File: config.mk
export PLATFORM = sky130hd
export DESIGN_NAME = retained_clamp_reg
export DESIGN_NICKNAME = d
export VERILOG_FILES = /design/src/rtl/retclamp_pkg.sv /design/src/rtl/retain_store.sv /design/src/rtl/seq_monitor.sv /design/src/rtl/iso_stage.sv /design/src/rtl/retained_clamp_reg.sv
export SDC_FILE = /design/constraint.sdc
export NUM_CORES = 1
export LEC_CHECK = 0
export BUFFER_PORTS_ARGS = -buffer_cell sky130_fd_sc_hd__buf_4
export CORE_MARGIN = 5
export CORE_UTILIZATION = 50
export CTS_CLUSTER_DIAMETER = 200
export DETAILED_ROUTE_END_ITERATION = 8
export PLACE_DENSITY = 0.81
export SLEW_MARGIN = 5
export SYNTH_ARGS = -nofsm -noshare
export SYNTH_HDL_FRONTEND = slang
export SYNTH_SLANG_ARGS = --single-unit
File: constraint.sdc
create_clock -name clk -period 0.95 [get_ports clk]
set_input_delay 0.0475 -clock clk [delete_from_list [all_inputs] [get_ports clk]]
set_output_delay 0.0475 -clock clk [all_outputs]
set_load 0.02 [all_outputs]
File: src/rtl/retclamp_pkg.sv
package retclamp_pkg;
  typedef struct packed {
    logic leak;
    logic nosave;
    logic dead_restore;
    logic early_release;
  } seq_err_t;
endpackage

File: src/rtl/retain_store.sv
module retain_store #(
  parameter int DATA_W = 8,
  parameter logic [DATA_W-1:0] CORRUPT_FILL = 'x
) (
  input  logic              clk,
  input  logic              rst,
  input  logic              pwr_on,
  input  logic              save_n,
  input  logic              restore_n,
  input  logic              wr_en,
  input  logic [DATA_W-1:0] wr_data,
  output logic [DATA_W-1:0] main_d,
  output logic              wr_accept
);
  logic [DATA_W-1:0] main_q;
  logic [DATA_W-1:0] shadow_q;
  logic [DATA_W-1:0] shadow_d;

  always_comb begin
    wr_accept = pwr_on && restore_n && wr_en;
    if (!pwr_on)
      main_d = CORRUPT_FILL;
    else if (!restore_n)
      main_d = shadow_q;
    else if (wr_en)
      main_d = wr_data;
    else
      main_d = main_q;

    if (!save_n)
      shadow_d = pwr_on ? main_q : CORRUPT_FILL;
    else
      shadow_d = shadow_q;
  end

  always_ff @(posedge clk) begin
    if (rst) begin
      main_q   <= '0;
      shadow_q <= '0;
    end else begin
      main_q   <= main_d;
      shadow_q <= shadow_d;
    end
  end
endmodule

File: src/rtl/seq_monitor.sv
module seq_monitor
  import retclamp_pkg::*;
(
  input  logic     clk,
  input  logic     rst,
  input  logic     pwr_on,
  input  logic     save_n,
  input  logic     restore_n,
  input  logic     iso_on,
  input  logic     wr_accept,
  output seq_err_t err_q
);
  logic     pwr_q, iso_q, dirty_q, owed_q;
  logic     pwr_fall, iso_rel, live_restore, owed_now;
  seq_err_t err_d;

  always_comb begin
    pwr_fall     = pwr_q && !pwr_on;
    iso_rel      = iso_q && !iso_on;
    live_restore = pwr_on && !restore_n;
    owed_now     = (owed_q || pwr_fall) && !live_restore;

    err_d.leak          = err_q.leak          || (pwr_fall && !iso_on);
    err_d.nosave        = err_q.nosave        || (pwr_fall && dirty_q);
    err_d.dead_restore  = err_q.dead_restore  || (!pwr_on && !restore_n);
    err_d.early_release = err_q.early_release || (iso_rel && owed_now);
  end

  always_ff @(posedge clk) begin
    if (rst) begin
      pwr_q   <= 1'b1;
      iso_q   <= 1'b1;
      dirty_q <= 1'b0;
      owed_q  <= 1'b0;
      err_q   <= '0;
    end else begin
      pwr_q   <= pwr_on;
      iso_q   <= iso_on;
      dirty_q <= wr_accept || (dirty_q && !(pwr_on && !save_n));
      if (live_restore)
        owed_q <= 1'b0;
      else if (pwr_fall)
        owed_q <= 1'b1;
      err_q   <= err_d;
    end
  end
endmodule

File: src/rtl/iso_stage.sv
module iso_stage #(
  parameter int DATA_W = 8,
  parameter logic [DATA_W-1:0] CLAMP_VAL = '0
) (
  input  logic              clk,
  input  logic              rst,
  input  logic              iso_on,
  input  logic [DATA_W-1:0] data_in,
  output logic [DATA_W-1:0] aon_q
);
  always_ff @(posedge clk) begin
    if (rst)
      aon_q <= CLAMP_VAL;
    else
      aon_q <= iso_on ? CLAMP_VAL : data_in;
  end
endmodule

File: src/rtl/retained_clamp_reg.sv
module retained_clamp_reg
  import retclamp_pkg::*;
#(
  parameter int DATA_W = 8,
  parameter logic [DATA_W-1:0] CLAMP_VAL = '0,
  parameter logic [DATA_W-1:0] CORRUPT_FILL = 'x
) (
  input  logic              clk,
  input  logic              rst,
  input  logic              pwr_on,
  input  logic              save_n,
  input  logic              restore_n,
  input  logic              iso_on,
  input  logic              wr_en,
  input  logic [DATA_W-1:0] wr_data,
  output logic [DATA_W-1:0] aon_data,
  output logic              err_leak,
  output logic              err_nosave,
  output logic              err_dead_restore,
  output logic              err_early_release
);
  logic [DATA_W-1:0] main_d;
  logic              wr_accept;
  seq_err_t          err_q;

  retain_store #(.DATA_W(DATA_W), .CORRUPT_FILL(CORRUPT_FILL)) u_store (
    .clk(clk), .rst(rst), .pwr_on(pwr_on), .save_n(save_n),
    .restore_n(restore_n), .wr_en(wr_en), .wr_data(wr_data),
    .main_d(main_d), .wr_accept(wr_accept)
  );

  seq_monitor u_mon (
    .clk(clk), .rst(rst), .pwr_on(pwr_on), .save_n(save_n),
    .restore_n(restore_n), .iso_on(iso_on), .wr_accept(wr_accept),
    .err_q(err_q)
  );

  iso_stage #(.DATA_W(DATA_W), .CLAMP_VAL(CLAMP_VAL)) u_iso (
    .clk(clk), .rst(rst), .iso_on(iso_on), .data_in(main_d), .aon_q(aon_data)
  );

  assign err_leak          = err_q.leak;
  assign err_nosave        = err_q.nosave;
  assign err_dead_restore  = err_q.dead_restore;
  assign err_early_release = err_q.early_release;
endmodule

==> reports/summary.txt, run 1 <==
CELLS AND AREA
---------------------------------------------------------------------------------------
Nets@finish                                                                         161
N_diodes                                                                              0
Synthesis-to-layout area growth                                                   26.3%
Layout cell share with drive strength beyond 1                                    26.5%
Number of filler cells placed in the layout                                         190

PLACEMENT
---------------------------------------------------------------------------------------
Buffers on Ports                                                                     26
DP Worst Slack                                                                0.0691 ns
Routability-driven placement congestion ratio                                     0.755
Detail Placement HPWL                                                           1570 um

CTS
---------------------------------------------------------------------------------------
Clock insertion delay at the later pin of the skew report                       0.33 ns
CTS sink cnt                                                                         32
Clock slew seen by the registers of the worst setup and hold paths              0.10 ns
Worst-case clock buffer depth                                                         2
Setup Buffers After CTS                                                               0
TritonCTS clock tree                                                               done
# H-tree levels                                                                       2
Buffer type at the clock tree root                                             clkbuf_4
Num CTS Buffers                                                                       5

DETAILED ROUTING
---------------------------------------------------------------------------------------
First-pass DRT Iterations                                                             3
Number of nets with antenna violations after routing                                  0
Vias per cell                                                                      5.01
Routed wirelength normalized by instance count                                  13.1 um
Number of violations reported at the end of detailed-routing iteration 0              7
Total wirelength of the detailed-routed design                                  2300 um
DRC errors left                                                                       0
Via count                                                                           876

GRT
---------------------------------------------------------------------------------------
Initial antenna violation count                                                       0
Wire length of the first global-routing pass                                    3860 um
GRT Total Usage                                                                   15.9%
Pin count of the biggest net entering global routing                                 24
Vias in the first global route                                                      882
Total congestion overflow after global routing                                        0

DIE
---------------------------------------------------------------------------------------
Die width                                                                       57.5 um
Count of standard-cell rows                                                          17
Effective utilization at floorplan                                                51.5%
Die area                                                                     3300 sq um
Vertical extent of the die                                                      57.5 um
Floorplan core area                                                          2190 sq um
Number of ports placed on the die boundary                                           27

YOSYS
---------------------------------------------------------------------------------------
Count of mapped cells out of synthesis                                              115
Top-area cell type share of the netlist area                                      56.8%
Number of warnings printed during yosys synthesis                                     0
Register bit total from synthesis                                                    32
Sequential area share after synthesis                                             56.8%
Post-synth net total                                                                130
Biggest area contributors in the synthesized netlist                       dfxtp_1 57%, mux2i_1 14%, nor3_1 7.5%
Post-Syn Area per Cell                                                       9.80 sq um
Cell accounting for the most synthesized area                                   dfxtp_1
Distinct cell type count after synthesis                                             17
Post-Syn Area                                                                1130 sq um

TIMING
---------------------------------------------------------------------------------------
Total negative setup slack                                                         0 ns
Normalized max-slew margin                                                        77.0%
Part of the cycle the worst path needs                                            95.4%
Clock Skews                                                                  0.00755 ns
Highest attainable clock frequency                                             1100 MHz
Setup repair after global routing missed its margin                                  no
Tmin final                                                                     0.907 ns
Count of final setup violators                                                        0
Pins over their slew limit                                                            0
Count of endpoints failing hold in the final timing report                            0
Actual transition at the worst max-transition pin                              0.345 ns
Post-route setup slack                                                        0.0435 ns

CRITICAL PATH
---------------------------------------------------------------------------------------
Reg-to-reg startpoint                                                       u_mon.pwr_q
Slack of the worst reg-to-reg path                                              0.04 ns
Worst path arrival time                                                         1.13 ns
Capture point of the worst path                                            u_mon.err_q[0]
Crit. Startpoint                                                            u_mon.pwr_q
Biggest fanout along the worst timing path                                            4
Type of origin of the critical path                                            register
Critical Path RT                                                                1.17 ns
FF-to-FF path depth                                                                   3
Critical register-to-register path endpoint                                u_mon.err_q[0]
Critical path capture point type                                               register
Category of the critical setup timing path                                 register to register

RUN
---------------------------------------------------------------------------------------
Max-capacitance violation count                                                       0

POWER AND IR DROP
---------------------------------------------------------------------------------------
Power per standard cell area                                               1790 nW/um^2
IR Drop Worst-Case VDD                                                        0.00141 V
Static Leakage                                                              0.000653 uW

RUN STATUS
---------------------------------------------------------------------------------------
Run status                                                                 complete, no violations

WORST HOLD PATH
---------------------------------------------------------------------------------------
Min-Delay Startpoint                                                             iso_on
Min-delay worst type                                                       input pin to register

==> stage by stage <==
step | total power, uW | cell area [sq um] | hold WS [ns] | util [%] | instances
final | 2550 | 1420 | 0.0401 | 65.0 | 175
after global routing | 2680 | 1420 | 0.0364 | 65.0 | 175
after CTS | 2590 | 1420 | 0.0199 | 64.8 | 175
after detailed placement | 1780 | 1340 | 0.299 | 61.1 | 165
after global placement | 1760 | 1340 | 0.292 | 61.1 | 165
after floorplan | 1650 | 1130 | 0.127 | - | 115
==> cells by family (layout without fill, tap and decap cells) <==
family	count (synthesis)	in the layout	share of synthesized area [%]
simple gates	52	52	22.0
buf+inv	8	40	3.66
compound gates	7	7	3.33
flops	32	32	56.8
mux	16	16	14.2
==> cell type report <==
| class | instances | area (sq um) | area share, % |
|---|---|---|---|
| Clock buffer | 6 | 51.3 | 3.60 |
| Inverter | 2 | 7.51 | 0.527 |
| Clock inverter | 2 | 10.0 | 0.703 |
| Multi-Input combinational cell | 75 | 448 | 31.5 |
| Timing Repair Buffer | 30 | 230 | 16.2 |
| Tap cell | 28 | 35.0 | 2.46 |
| Sequential cell | 32 | 642 | 45.1 |
==> cell usage after synthesis <==
| cell | n |
|---|---|
| nor2_1 | 22 |
| mux2i_1 | 16 |
| dfxtp_1 | 32 |
| nand3_1 | 1 |
| a211oi_1 | 1 |
| nor2b_1 | 1 |
| nand2b_1 | 1 |
| and2_1 | 8 |
| buf_6 | 1 |
| buf_2 | 3 |
| nor3_1 | 17 |
| or2_2 | 1 |
| inv_1 | 2 |
| a21oi_1 | 5 |
| clkbuf_1 | 2 |
| or2_1 | 1 |
| o21ai_0 | 1 |
==> layer usage <==
metal	wire (um)	part of all wire [%]	track usage, %	vias up
met5	0	0	0	-
met4	57	2.5	8.28	0
met3	188	8.2	8.14	5
met2	1050	46	25.6	23
met1	1010	44	16.7	403
li1	-	-	-	445
==> critical path: stages (launching register included) <==
cell	delay (ns)
dfxtp_1	0.31
nor2b_2	0.17
a211oi_1	0.25
nor3_1	0.08
==> cell usage in the layout (no fill, tap or decap) <==
cell,synthesis,routed
clkbuf_4,0,5
nor2_1,22,22
nor3_1,17,17
clkbuf_8,0,1
dfxtp_1,32,31
a211oi_1,1,1
mux2i_1,16,16
nand3_1,1,1
nand2b_1,1,1
inv_1,2,2
o21ai_0,1,1
dlygate4sd3_1,0,2
nor2b_2,0,1
or2_2,1,1
or2_1,1,1
and2_1,8,8
dfxtp_2,0,1
clkinv_2,0,2
a21oi_1,5,5
buf_4,0,28
==> flip-flops by register name, indices dropped and copies added, names as in the netlist <==
register	cells
u_iso.aon_q	8
u_mon.owed_q	1
u_mon.pwr_q	1
u_store.main_q	8
u_mon.dirty_q	1
u_mon.iso_q	1
u_mon.err_q	4
u_store.shadow_q	8
==> power breakdown <==
part | switching (uW) | leakage, uW | internal, uW
clock network | 450 | 0.0000380 | 352
registers | 31.2 | 0.000263 | 1410
logic | 160 | 0.000352 | 152
total | 641 | 0.000653 | 1910
==> worst min path at each step <==
stage / end / slack (ns) / cells past startpoint
final: u_mon.err_q[3] / 0.04 / 4
after floorplan: u_mon.err_q[0] / 0.13 / 1
after detailed placement: u_mon.pwr_q / 0.30 / 2
after global routing: u_mon.err_q[3] / 0.04 / 4
after global placement: u_mon.pwr_q / 0.29 / 2
after CTS: u_mon.err_q[3] / 0.02 / 4
==> what timing repair did <==
item,in CTS,in global routing
gates resized for setup,0,2
endpoints found under the setup margin,0,2
endpoints found under the hold margin,2,0
hold buffers,2,0
Note: power is estimated with default switching activity, not from simulation.
==> run 2: changes to the inputs <==
--- a/config.mk
+++ b/config.mk
@@ -11,6 +11,7 @@
 export CTS_CLUSTER_DIAMETER = 200
 export DETAILED_ROUTE_END_ITERATION = 8
 export PLACE_DENSITY = 0.81
+export REMOVE_ABC_BUFFERS = 1
 export SLEW_MARGIN = 5
 export SYNTH_ARGS = -nofsm -noshare
 export SYNTH_HDL_FRONTEND = slang
==> run 2 against run 1 <==
  * Clock power decreased by 2.7%
  * Via count increased by 0.57%
  * Final cell count decreased by 0.57%
  * Worst setup slack got worse by 0.0032 ns
  * Sequential power about the same
  * Global-route usage decreased by 0.44 points
  * Sequential share of layout area increased by 0.35 points
  * Clock skew decreased by 0.0050 ns
  * Critical path type unchanged
  * Critical endpoint unchanged
==> reports/summary.txt, run 2 (synthesized netlist as in run 1, its figures left out) <==
CRITICAL PATH
---------------------------------------------------------------------------------------
Category of the critical setup timing path                                 register to register
Biggest fanout along the worst timing path                                            4
Type of origin of the critical path                                            register
Critical path capture point type                                               register
Slack of the worst reg-to-reg path                                              0.04 ns
Critical Path RT                                                                1.16 ns
Critical register-to-register path endpoint                                u_mon.err_q[0]
FF-to-FF path depth                                                                   3
Worst path arrival time                                                         1.12 ns
Reg-to-reg startpoint                                                       u_mon.pwr_q

PLACEMENT
---------------------------------------------------------------------------------------
Buffers on Ports                                                                     26
Routability-driven placement congestion ratio                                     0.784
Placed cell count                                                                   165
Detail Placement HPWL                                                           1640 um
DP Worst Slack                                                                0.0486 ns

GRT
---------------------------------------------------------------------------------------
GRT Total Usage                                                                   15.4%
Initial antenna violation count                                                       0
Total congestion overflow after global routing                                        0
Vias in the first global route                                                      869
Wire length of the first global-routing pass                                    3860 um
Pin count of the biggest net entering global routing                                 24

POWER AND IR DROP
---------------------------------------------------------------------------------------
IR Drop Worst-Case VDD                                                        0.00118 V
Power per standard cell area                                               1790 nW/um^2
Static Leakage                                                              0.000643 uW

DETAILED ROUTING
---------------------------------------------------------------------------------------
DRC errors left                                                                       0
Number of nets with antenna violations after routing                                  0
Via count                                                                           881
Routed wirelength normalized by instance count                                  13.3 um
Number of violations reported at the end of detailed-routing iteration 0             35
Vias per cell                                                                      5.06
First-pass DRT Iterations                                                             4
Total wirelength of the detailed-routed design                                  2310 um

CTS
---------------------------------------------------------------------------------------
Num CTS Buffers                                                                       5
Clock slew seen by the registers of the worst setup and hold paths              0.09 ns
CTS sink cnt                                                                         32
# H-tree levels                                                                       2
TritonCTS clock tree                                                               done
Buffer type at the clock tree root                                             clkbuf_4
Worst-case clock buffer depth                                                         2
Clock insertion delay at the later pin of the skew report                       0.32 ns

DIE
---------------------------------------------------------------------------------------
Effective utilization at floorplan                                                51.5%
Vertical extent of the die                                                      57.5 um
Die area                                                                     3300 sq um
Count of standard-cell rows                                                          17
Floorplan core area                                                          2190 sq um
Number of ports placed on the die boundary                                           27
Die width                                                                       57.5 um

RUN
---------------------------------------------------------------------------------------
Max-capacitance violation count                                                       0

TIMING
---------------------------------------------------------------------------------------
Normalized max-slew margin                                                        74.9%
Highest attainable clock frequency                                             1100 MHz
Clock Skews                                                                  0.00252 ns
Part of the cycle the worst path needs                                            95.8%
Tmin final                                                                     0.910 ns
Count of final setup violators                                                        0
Pins over their slew limit                                                            0
Post-route setup slack                                                        0.0403 ns
Actual transition at the worst max-transition pin                              0.377 ns
Count of endpoints failing hold in the final timing report                            0
Hold slack final                                                              0.0567 ns

WORST HOLD PATH
---------------------------------------------------------------------------------------
Min-Delay Startpoint                                                             pwr_on
Count of cells along the worst hold path                                              4
Min-delay worst type                                                       input pin to register
End of the worst hold path                                                 u_mon.err_q[1]

CELLS AND AREA
---------------------------------------------------------------------------------------
Layout Cells excl Fill                                                              174
Number of filler cells placed in the layout                                         191
Layout cell share with drive strength beyond 1                                    24.7%
N_diodes                                                                              0
Commonest non-fill, non-tap cells in the layout                            32 x dfxtp_1, 28 x buf_4, 22 x nor2_1
Largest regs                                                               u_iso.aon_q x8, u_store.main_q x8, u_store.shadow_q x8
Leading cell type in the layout, fill and taps excluded                         dfxtp_1
Core utilization of the finished layout                                           64.4%
Synthesis-to-layout area growth                                                   25.1%
Nets@finish                                                                         160

RUN STATUS
---------------------------------------------------------------------------------------
Run status                                                                 complete, no violations

## run 2: cell types whose count changed in the layout (fill, tap and decap cells not counted)
cell | before | now
clkbuf_1 | 0 | 2
clkinv_2 | 2 | 0
dfxtp_1 | 31 | 32
dfxtp_2 | 1 | 0
dlygate4sd3_1 | 2 | 1
## run 2: metal layers
metal	share of wire, %	wire length [um]	vias up	global-route usage, %
li1	-	-	443	-
met1	42	979	403	17.7
met2	49	1130	30	25.6
met3	7.1	164	5	6.11
met4	1.5	34	0	5.96
met5	0	0	-	0
## run 2: final cells by class
| class | instances | area (sq um) | area share [%] |
|---|---|---|---|
| clock buffers | 8 | 58.8 | 4.17 |
| repair buffers | 29 | 220 | 15.6 |
| well taps | 28 | 35.0 | 2.48 |
| multi-input cells | 75 | 448 | 31.8 |
| inverters | 2 | 7.51 | 0.532 |
| flip-flops and latches | 32 | 641 | 45.4 |
## run 2: power by group
| group | leakage [uW] | internal, uW | switching [uW] |
|---|---|---|---|
| combinational | 0.000348 | 150 | 162 |
| sequential | 0.000263 | 1410 | 30.6 |
| clock | 0.0000326 | 365 | 414 |
## run 2: how the worst max path moves through the flow
stage,startpoint,end,slack [ns],depth (start not counted)
2_1_floorplan,u_mon.pwr_q,u_mon.err_q[0],0.15,3
4_1_cts,u_mon.pwr_q,u_mon.err_q[0],0.02,3
5_1_grt,u_mon.pwr_q,u_mon.err_q[0],-0.02,3
3_5_place_dp,u_mon.pwr_q,u_mon.err_q[0],0.05,3
3_3_place_gp,u_mon.pwr_q,u_mon.err_q[0],0.13,3
6_report,u_mon.pwr_q,u_mon.err_q[0],0.04,3
## run 2: worst max-delay path, stage by stage, from the launching register on
cell and delay, ns:
dfxtp_1 0.32, nor2b_2 0.18, a211oi_1 0.22, nor3_1 0.08
## run 2: timing repair
item,in CTS,in global routing
endpoints found under the setup margin,0,3
endpoints found under the hold margin,1,0
gates resized for setup,0,1
hold buffers,1,0
setup buffers,0,0
## run 2: through the flow
| step | area, sq um | total power, uW | setup TNS [ns] |
|---|---|---|---|
| final | 1410 | 2530 | 0 |
| after global routing | 1410 | 2660 | -0.0150 |
| after floorplan | 1090 | 1620 | 0 |
| after CTS | 1410 | 2560 | 0 |
| after global placement | 1340 | 1760 | 0 |
| after detailed placement | 1340 | 1780 | 0 |
